===== src/rtl/sbuf_pkg.sv =====
package sbuf_pkg;
  typedef enum logic [1:0] {
    RGN_BOOT  = 2'd0,
    RGN_DATA0 = 2'd1,
    RGN_DATA1 = 2'd2
  } rgn_e;

  localparam int unsigned NUM_RGN = 3;
endpackage


===== src/rtl/sbuf_decode.sv =====
module sbuf_decode
  import sbuf_pkg::*;
(
  input  logic [3:0] sel,
  output logic       ok,
  output rgn_e       rgn,
  output logic       sect
);
  always_comb begin
    ok   = !sel[1] && !(sel[2] && !sel[3]);
    sect = sel[0];
    if (!sel[3])     rgn = RGN_BOOT;
    else if (sel[2]) rgn = RGN_DATA1;
    else             rgn = RGN_DATA0;
  end
endmodule


===== src/rtl/sbuf_addr_map.sv =====
module sbuf_addr_map #(
  parameter int unsigned MAIN_WORDS  = 256,
  parameter int unsigned SPARE_WORDS = 8,
  parameter int unsigned ADDR_W      = 16,
  parameter logic [15:0] SPARE_BASE  = 16'h8000,
  localparam int unsigned WORD_W     = $clog2(MAIN_WORDS)
) (
  input  logic [1:0]        rgn,
  input  logic              sect,
  input  logic              spare,
  input  logic [WORD_W-1:0] word,
  output logic [ADDR_W-1:0] addr
);
  logic [2:0] slot;
  assign slot = {rgn, sect};

  always_comb begin
    if (spare)
      addr = ADDR_W'(SPARE_BASE) + ADDR_W'(slot) * ADDR_W'(SPARE_WORDS) + ADDR_W'(word);
    else
      addr = ADDR_W'(slot) * ADDR_W'(MAIN_WORDS) + ADDR_W'(word);
  end
endmodule


===== src/rtl/sbuf_seq.sv =====
module sbuf_seq
  import sbuf_pkg::*;
#(
  parameter int unsigned MAIN_WORDS  = 256,
  parameter int unsigned SPARE_WORDS = 8,
  localparam int unsigned WORD_W     = $clog2(MAIN_WORDS)
) (
  input  logic              clk,
  input  logic              rst_n,
  input  logic              start,
  input  logic              sel_ok,
  input  rgn_e              sel_rgn,
  input  logic              sel_sect,
  input  logic              one_sect,
  input  logic              spare_sel,
  input  logic              ready,
  output logic              run,
  output rgn_e              cur_rgn,
  output logic              cur_sect,
  output logic              cur_spare,
  output logic [WORD_W-1:0] word,
  output logic              done,
  output logic              err,
  output logic [NUM_RGN-1:0] host_blk
);
  logic              more_q;
  logic [WORD_W-1:0] last_word;

  assign last_word = cur_spare ? WORD_W'(SPARE_WORDS - 1) : WORD_W'(MAIN_WORDS - 1);

  always_ff @(posedge clk) begin
    if (!rst_n) begin
      run       <= 1'b0;
      cur_rgn   <= RGN_BOOT;
      cur_sect  <= 1'b0;
      cur_spare <= 1'b0;
      more_q    <= 1'b0;
      word      <= '0;
      done      <= 1'b0;
      err       <= 1'b0;
    end else begin
      done <= 1'b0;
      err  <= 1'b0;
      if (!run) begin
        if (start) begin
          if (sel_ok) begin
            run       <= 1'b1;
            cur_rgn   <= sel_rgn;
            cur_sect  <= sel_sect;
            cur_spare <= spare_sel;
            more_q    <= !one_sect;
            word      <= '0;
          end else begin
            err <= 1'b1;
          end
        end
      end else if (ready) begin
        if (word == last_word) begin
          word <= '0;
          if (more_q) begin
            more_q   <= 1'b0;
            cur_sect <= !cur_sect;
          end else begin
            run  <= 1'b0;
            done <= 1'b1;
          end
        end else begin
          word <= word + 1'b1;
        end
      end
    end
  end

  // the other one of boot/data0 is blocked together with the active one
  always_comb begin
    host_blk = '0;
    if (run) begin
      if (cur_rgn == RGN_DATA1) host_blk[2] = 1'b1;
      else                      host_blk[1:0] = 2'b11;
    end
  end

  a_r7_done_after_beat: assert property (@(posedge clk) disable iff (!rst_n)
    done |-> $past(run && ready) && !run);
  a_r6_err_idle: assert property (@(posedge clk) disable iff (!rst_n)
    err |-> !run && !done);
  a_r8_blk_when_run: assert property (@(posedge clk) disable iff (!rst_n)
    run |-> host_blk != '0);
  a_r9_rgn_held: assert property (@(posedge clk) disable iff (!rst_n)
    run && $past(run) |-> $stable(cur_rgn) && $stable(cur_spare));
endmodule


===== src/rtl/sbuf_addr_gen.sv =====
module sbuf_addr_gen
  import sbuf_pkg::*;
#(
  parameter int unsigned MAIN_WORDS  = 256,
  parameter int unsigned SPARE_WORDS = 8,
  parameter int unsigned ADDR_W      = 16,
  parameter logic [15:0] SPARE_BASE  = 16'h8000,
  localparam int unsigned WORD_W     = $clog2(MAIN_WORDS),
  localparam int unsigned MAIN_TOP   = NUM_RGN * 2 * MAIN_WORDS
) (
  input  logic              clk,
  input  logic              rst_n,
  input  logic              start,
  input  logic [3:0]        sect_sel,
  input  logic              one_sect,
  input  logic              spare_sel,
  input  logic              addr_ready,
  output logic              addr_valid,
  output logic [ADDR_W-1:0] addr,
  output logic              done,
  output logic              err,
  output logic              busy,
  output logic [2:0]        host_blk
);
  logic              sel_ok, sel_sect, run, cur_sect, cur_spare;
  rgn_e              sel_rgn, cur_rgn;
  logic [WORD_W-1:0] word;

  sbuf_decode u_dec (
    .sel  (sect_sel),
    .ok   (sel_ok),
    .rgn  (sel_rgn),
    .sect (sel_sect)
  );

  sbuf_seq #(
    .MAIN_WORDS  (MAIN_WORDS),
    .SPARE_WORDS (SPARE_WORDS)
  ) u_seq (
    .clk       (clk),
    .rst_n     (rst_n),
    .start     (start),
    .sel_ok    (sel_ok),
    .sel_rgn   (sel_rgn),
    .sel_sect  (sel_sect),
    .one_sect  (one_sect),
    .spare_sel (spare_sel),
    .ready     (addr_ready),
    .run       (run),
    .cur_rgn   (cur_rgn),
    .cur_sect  (cur_sect),
    .cur_spare (cur_spare),
    .word      (word),
    .done      (done),
    .err       (err),
    .host_blk  (host_blk)
  );

  sbuf_addr_map #(
    .MAIN_WORDS  (MAIN_WORDS),
    .SPARE_WORDS (SPARE_WORDS),
    .ADDR_W      (ADDR_W),
    .SPARE_BASE  (SPARE_BASE)
  ) u_map (
    .rgn   (cur_rgn),
    .sect  (cur_sect),
    .spare (cur_spare),
    .word  (word),
    .addr  (addr)
  );

  assign addr_valid = run;
  assign busy       = run;

  a_r5_addr_hold: assert property (@(posedge clk) disable iff (!rst_n)
    addr_valid && !addr_ready |=> addr_valid && $stable(addr));
  a_r1_main_range: assert property (@(posedge clk) disable iff (!rst_n)
    addr_valid && addr < ADDR_W'(SPARE_BASE) |-> addr < ADDR_W'(MAIN_TOP));
  a_r6_no_stream_on_err: assert property (@(posedge clk) disable iff (!rst_n)
    err |-> !addr_valid);
endmodule


===== config.mk =====
export PLATFORM = sky130hd
export DESIGN_NAME = sbuf_addr_gen
export DESIGN_NICKNAME = d
export VERILOG_FILES = /design/src/rtl/sbuf_pkg.sv /design/src/rtl/sbuf_decode.sv /design/src/rtl/sbuf_addr_map.sv /design/src/rtl/sbuf_seq.sv /design/src/rtl/sbuf_addr_gen.sv
export SDC_FILE = /design/constraint.sdc
export NUM_CORES = 1
export LEC_CHECK = 0
export CAP_MARGIN = 5
export CORE_MARGIN = 5
export CORE_UTILIZATION = 30
export DETAILED_ROUTE_END_ITERATION = 8
export DONT_BUFFER_PORTS = 1
export PLACE_DENSITY_LB_ADDON = 0.1
export SLEW_MARGIN = 20
export SYNTH_ARGS = -nofsm -noshare
export SYNTH_HDL_FRONTEND = slang
export SYNTH_SLANG_ARGS = --single-unit

===== constraint.sdc =====
create_clock -name clk -period 3.8 [get_ports clk]
set_input_delay 0.76 -clock clk [delete_from_list [all_inputs] [get_ports clk]]
set_output_delay 0.76 -clock clk [all_outputs]
set_load 0.03 [all_outputs]

==> out/metrics.yaml <==
status:
  status: "finished, final reports clean"
synthesis:
  syn_area_sq_um: 1060
  synth_xor_area_share_pct: 3.30
  synth_top_area_share_pct: 30.2
  yosysTopAreaCell: "dfxtp_1"
  synth_top_family_by_area: "simple AND/OR/NAND/NOR gates"
  synth-seq-area-share_pct: 30.2
  synth_adder_area_share_pct: 6.60
  syn_inst: 127
  avgSynthCellArea_sq_um: 8.36
  synth-edff-count: 0
  ys_ff_latch: 16
  synthTopCellsByArea: "dfxtp_1, a21oi_1, buf_4"
  synth_cell_type_count: 41
  synth_compound_area_share_pct: 21.9
  synth-async-reset-ratio_pct: 0
  synthSimpleGateAreaFrac_pct: 22.6
  yosysMostFrequentCell: "dfxtp_1"
  synthMuxAreaShare_pct: 3.06
  yosys_warnings: 0
  ys_top_cells_by_count: "dfxtp_1, a21oi_1, buf_4, nand2_1, nand3_1"
  ys.flop_type: "dfxtp_1"
pwr:
  peakVddDrop_uv: 155
  powerDensity_nw_per_um2: 334
  p_leak_uw: 0.000410
clock_network:
  cts.sinks: 16
  cts_tree: "yes"
  h-tree-depth: 1
  clk_pin_slew_worst_paths_ns: 0.11
  cts-root-buf: "clkbuf_4"
  clock_latency_ns: 0.30
  postCtsHoldBufs: 0
  cts_buffers: 3
  postCtsSetupBuffers: 0
  ctsResizeCount: 0
  clockBufferDepth: 2
timing:
  final.setup_skew_ns: 0.00856
  slew_viol_final: 0
  setup_viol: 0
  worst_slack_ns: 0.904
  grt_setup_unrepaired: "no"
  slew_headroom_pct: 39.2
  period_minus_slack_ns: 2.90
  worst-slew-pin-transition_ns: 0.911
  hold_violations: 0
  fmaxAchievable_mhz: 345
  tns_ns: 0
  finalCritPeriodShare_pct: 76.2
layout:
  n_antenna_cell: 0
  fin_nets: 137
  drive_above_1_share_pct: 9.09
  ff_latch_area_sq_um: 320
  finish.utilization_pct: 31.6
  area_growth_pct: 0.707
  multi_input_area_sq_um: 626
  fillers: 366
detailed_routing:
  vias: 894
  routedWlPerCell_microns: 15.6
  drt.antenna.violating_nets: 0
  wl_microns: 2600
  firstDrtPassIters: 4
  drt_iter0_markers: 43
  via_per_inst: 5.35
  drcViolationCount: 0
setup_path:
  worst_path_max_delay_cell: "xor2_1"
  critPathLaunchType: "flip-flop"
  max_stage_delay_ns: 0.53
  critPathCaptureType: "primary output"
  path_max_fanout: 9
  crit_arrival_ns: 2.14
  crit_path_cell_trace: "ha_1, fa_1, a21oi_1, nor2_1, xor2_1"
  required_ns: 3.04
  startpoint: "u_seq.word[3]$_SDFFE_PN0P_"
  rr_startpoint: "u_seq.run$_SDFF_PN0_"
  crit_type: "reg2out"
die:
  die_area_sq_um: 4830
  coreArea_sq_um: 3390
  initial_core_util_pct: 31.3
  die_w_microns: 69.5
  die_y_microns: 69.5
  io_pins: 33
  rows: 21
worst_hold_path:
  hp-start: "u_seq.more_q$_SDFFE_PN0P_"
  holdCritPathClass: "reg2reg"
global_route:
  grt_overflow: 0
  grt_first_pass_wirelength_microns: 4420
  track_usage_pct: 11.3
  antenna_found_initial: 0
  first_global_vias: 876
  grt_max_degree: 17
job:
  cap_violations: 0
place:
  place_ws_ns: 1.26
  dp_hpwl_microns: 1980
  port_buffers: 0
  place_congestion: 0.713
area by class of cell:
class                      count  area share (%)
clock buffer                   4            3.39
inverter                       6            2.11
multi-input combinational     94            58.5
sequential                    16            29.9
tap                           46            5.38
timing repair buffer           1           0.702
metal layers:
| layer | track usage (%) | vias up | wire length (microns) |
|---|---|---|---|
| met5 | 0 | - | 0 |
| met4 | 1.95 | 0 | 14 |
| met3 | 4.49 | 2 | 185 |
| met2 | 17.5 | 26 | 1120 |
| met1 | 14.9 | 429 | 1280 |
| li1 | - | 437 | - |
cells by family after synthesis:
group,Yosys count
AO/OA/AOI/OAI,34
XOR/XNOR,4
AND/OR/NAND/NOR,44
multiplexers,3
other,1
buffers and inverters,20
flip-flops,16
adder cells (fa/ha/maj),5
cell usage in the layout, fill, tap and decap left out, drive strengths merged, types with 2 or more instances in the layout:
cell	instances
xor2	3
nor3	3
a211oi	2
nor2	7
a21o	2
dfxtp	16
clkbuf	4
or4	3
mux2	2
ha	4
nand3	8
inv	6
a21oi	15
nand2	9
o31ai	3
or3	2
o21ai	2
nor2b	5
and3	2
conb	4
per-stage QoR:
step | cells | instance area, sq um | hold slack [ns] | power, uW
floorplan | 130 | 1070 | 0.457 | 244
global placement | 163 | 1030 | 0.488 | 243
detailed placement | 163 | 1030 | 0.491 | 244
CTS | 167 | 1070 | 0.506 | 364
global route | 167 | 1070 | 0.528 | 383
finish | 167 | 1070 | 0.500 | 357
registers in the layout, indices dropped and copies added, names as in the netlist:
register / cells
u_seq.cur_rgn: 2
u_seq.cur_sect: 1
u_seq.cur_spare: 1
u_seq.done: 1
u_seq.err: 1
u_seq.more_q: 1
u_seq.run: 1
u_seq.word: 8
path summary, 6_finish.rpt:
check | endpoint | slack (ns) | cells past startpoint
max | addr[7] | 0.90 | 5
min reg2reg | u_seq.more_q$_SDFFE_PN0P_ | 0.50 | 2
min | u_seq.more_q$_SDFFE_PN0P_ | 0.50 | 2
max reg2reg | u_seq.more_q$_SDFFE_PN0P_ | 1.39 | 4
power by group:
part | total [uW] | leakage, uW | internal (uW) | switching, uW
clock network | 117 | 0.0000210 | 58.4 | 59.1
registers | 191 | 0.000130 | 173 | 18.2
logic | 48.2 | 0.000259 | 14.4 | 33.8
total | 357 | 0.000410 | 246 | 111
critical path: cells and delay by family (launching register included):
kind	cells	cell delay (ns)
xor+xnor	1	0.53
simple gates	1	0.07
compound gates	1	0.17
flops	1	0.40
fa+ha+maj	2	0.67
Power figures use the tool's default switching activity.
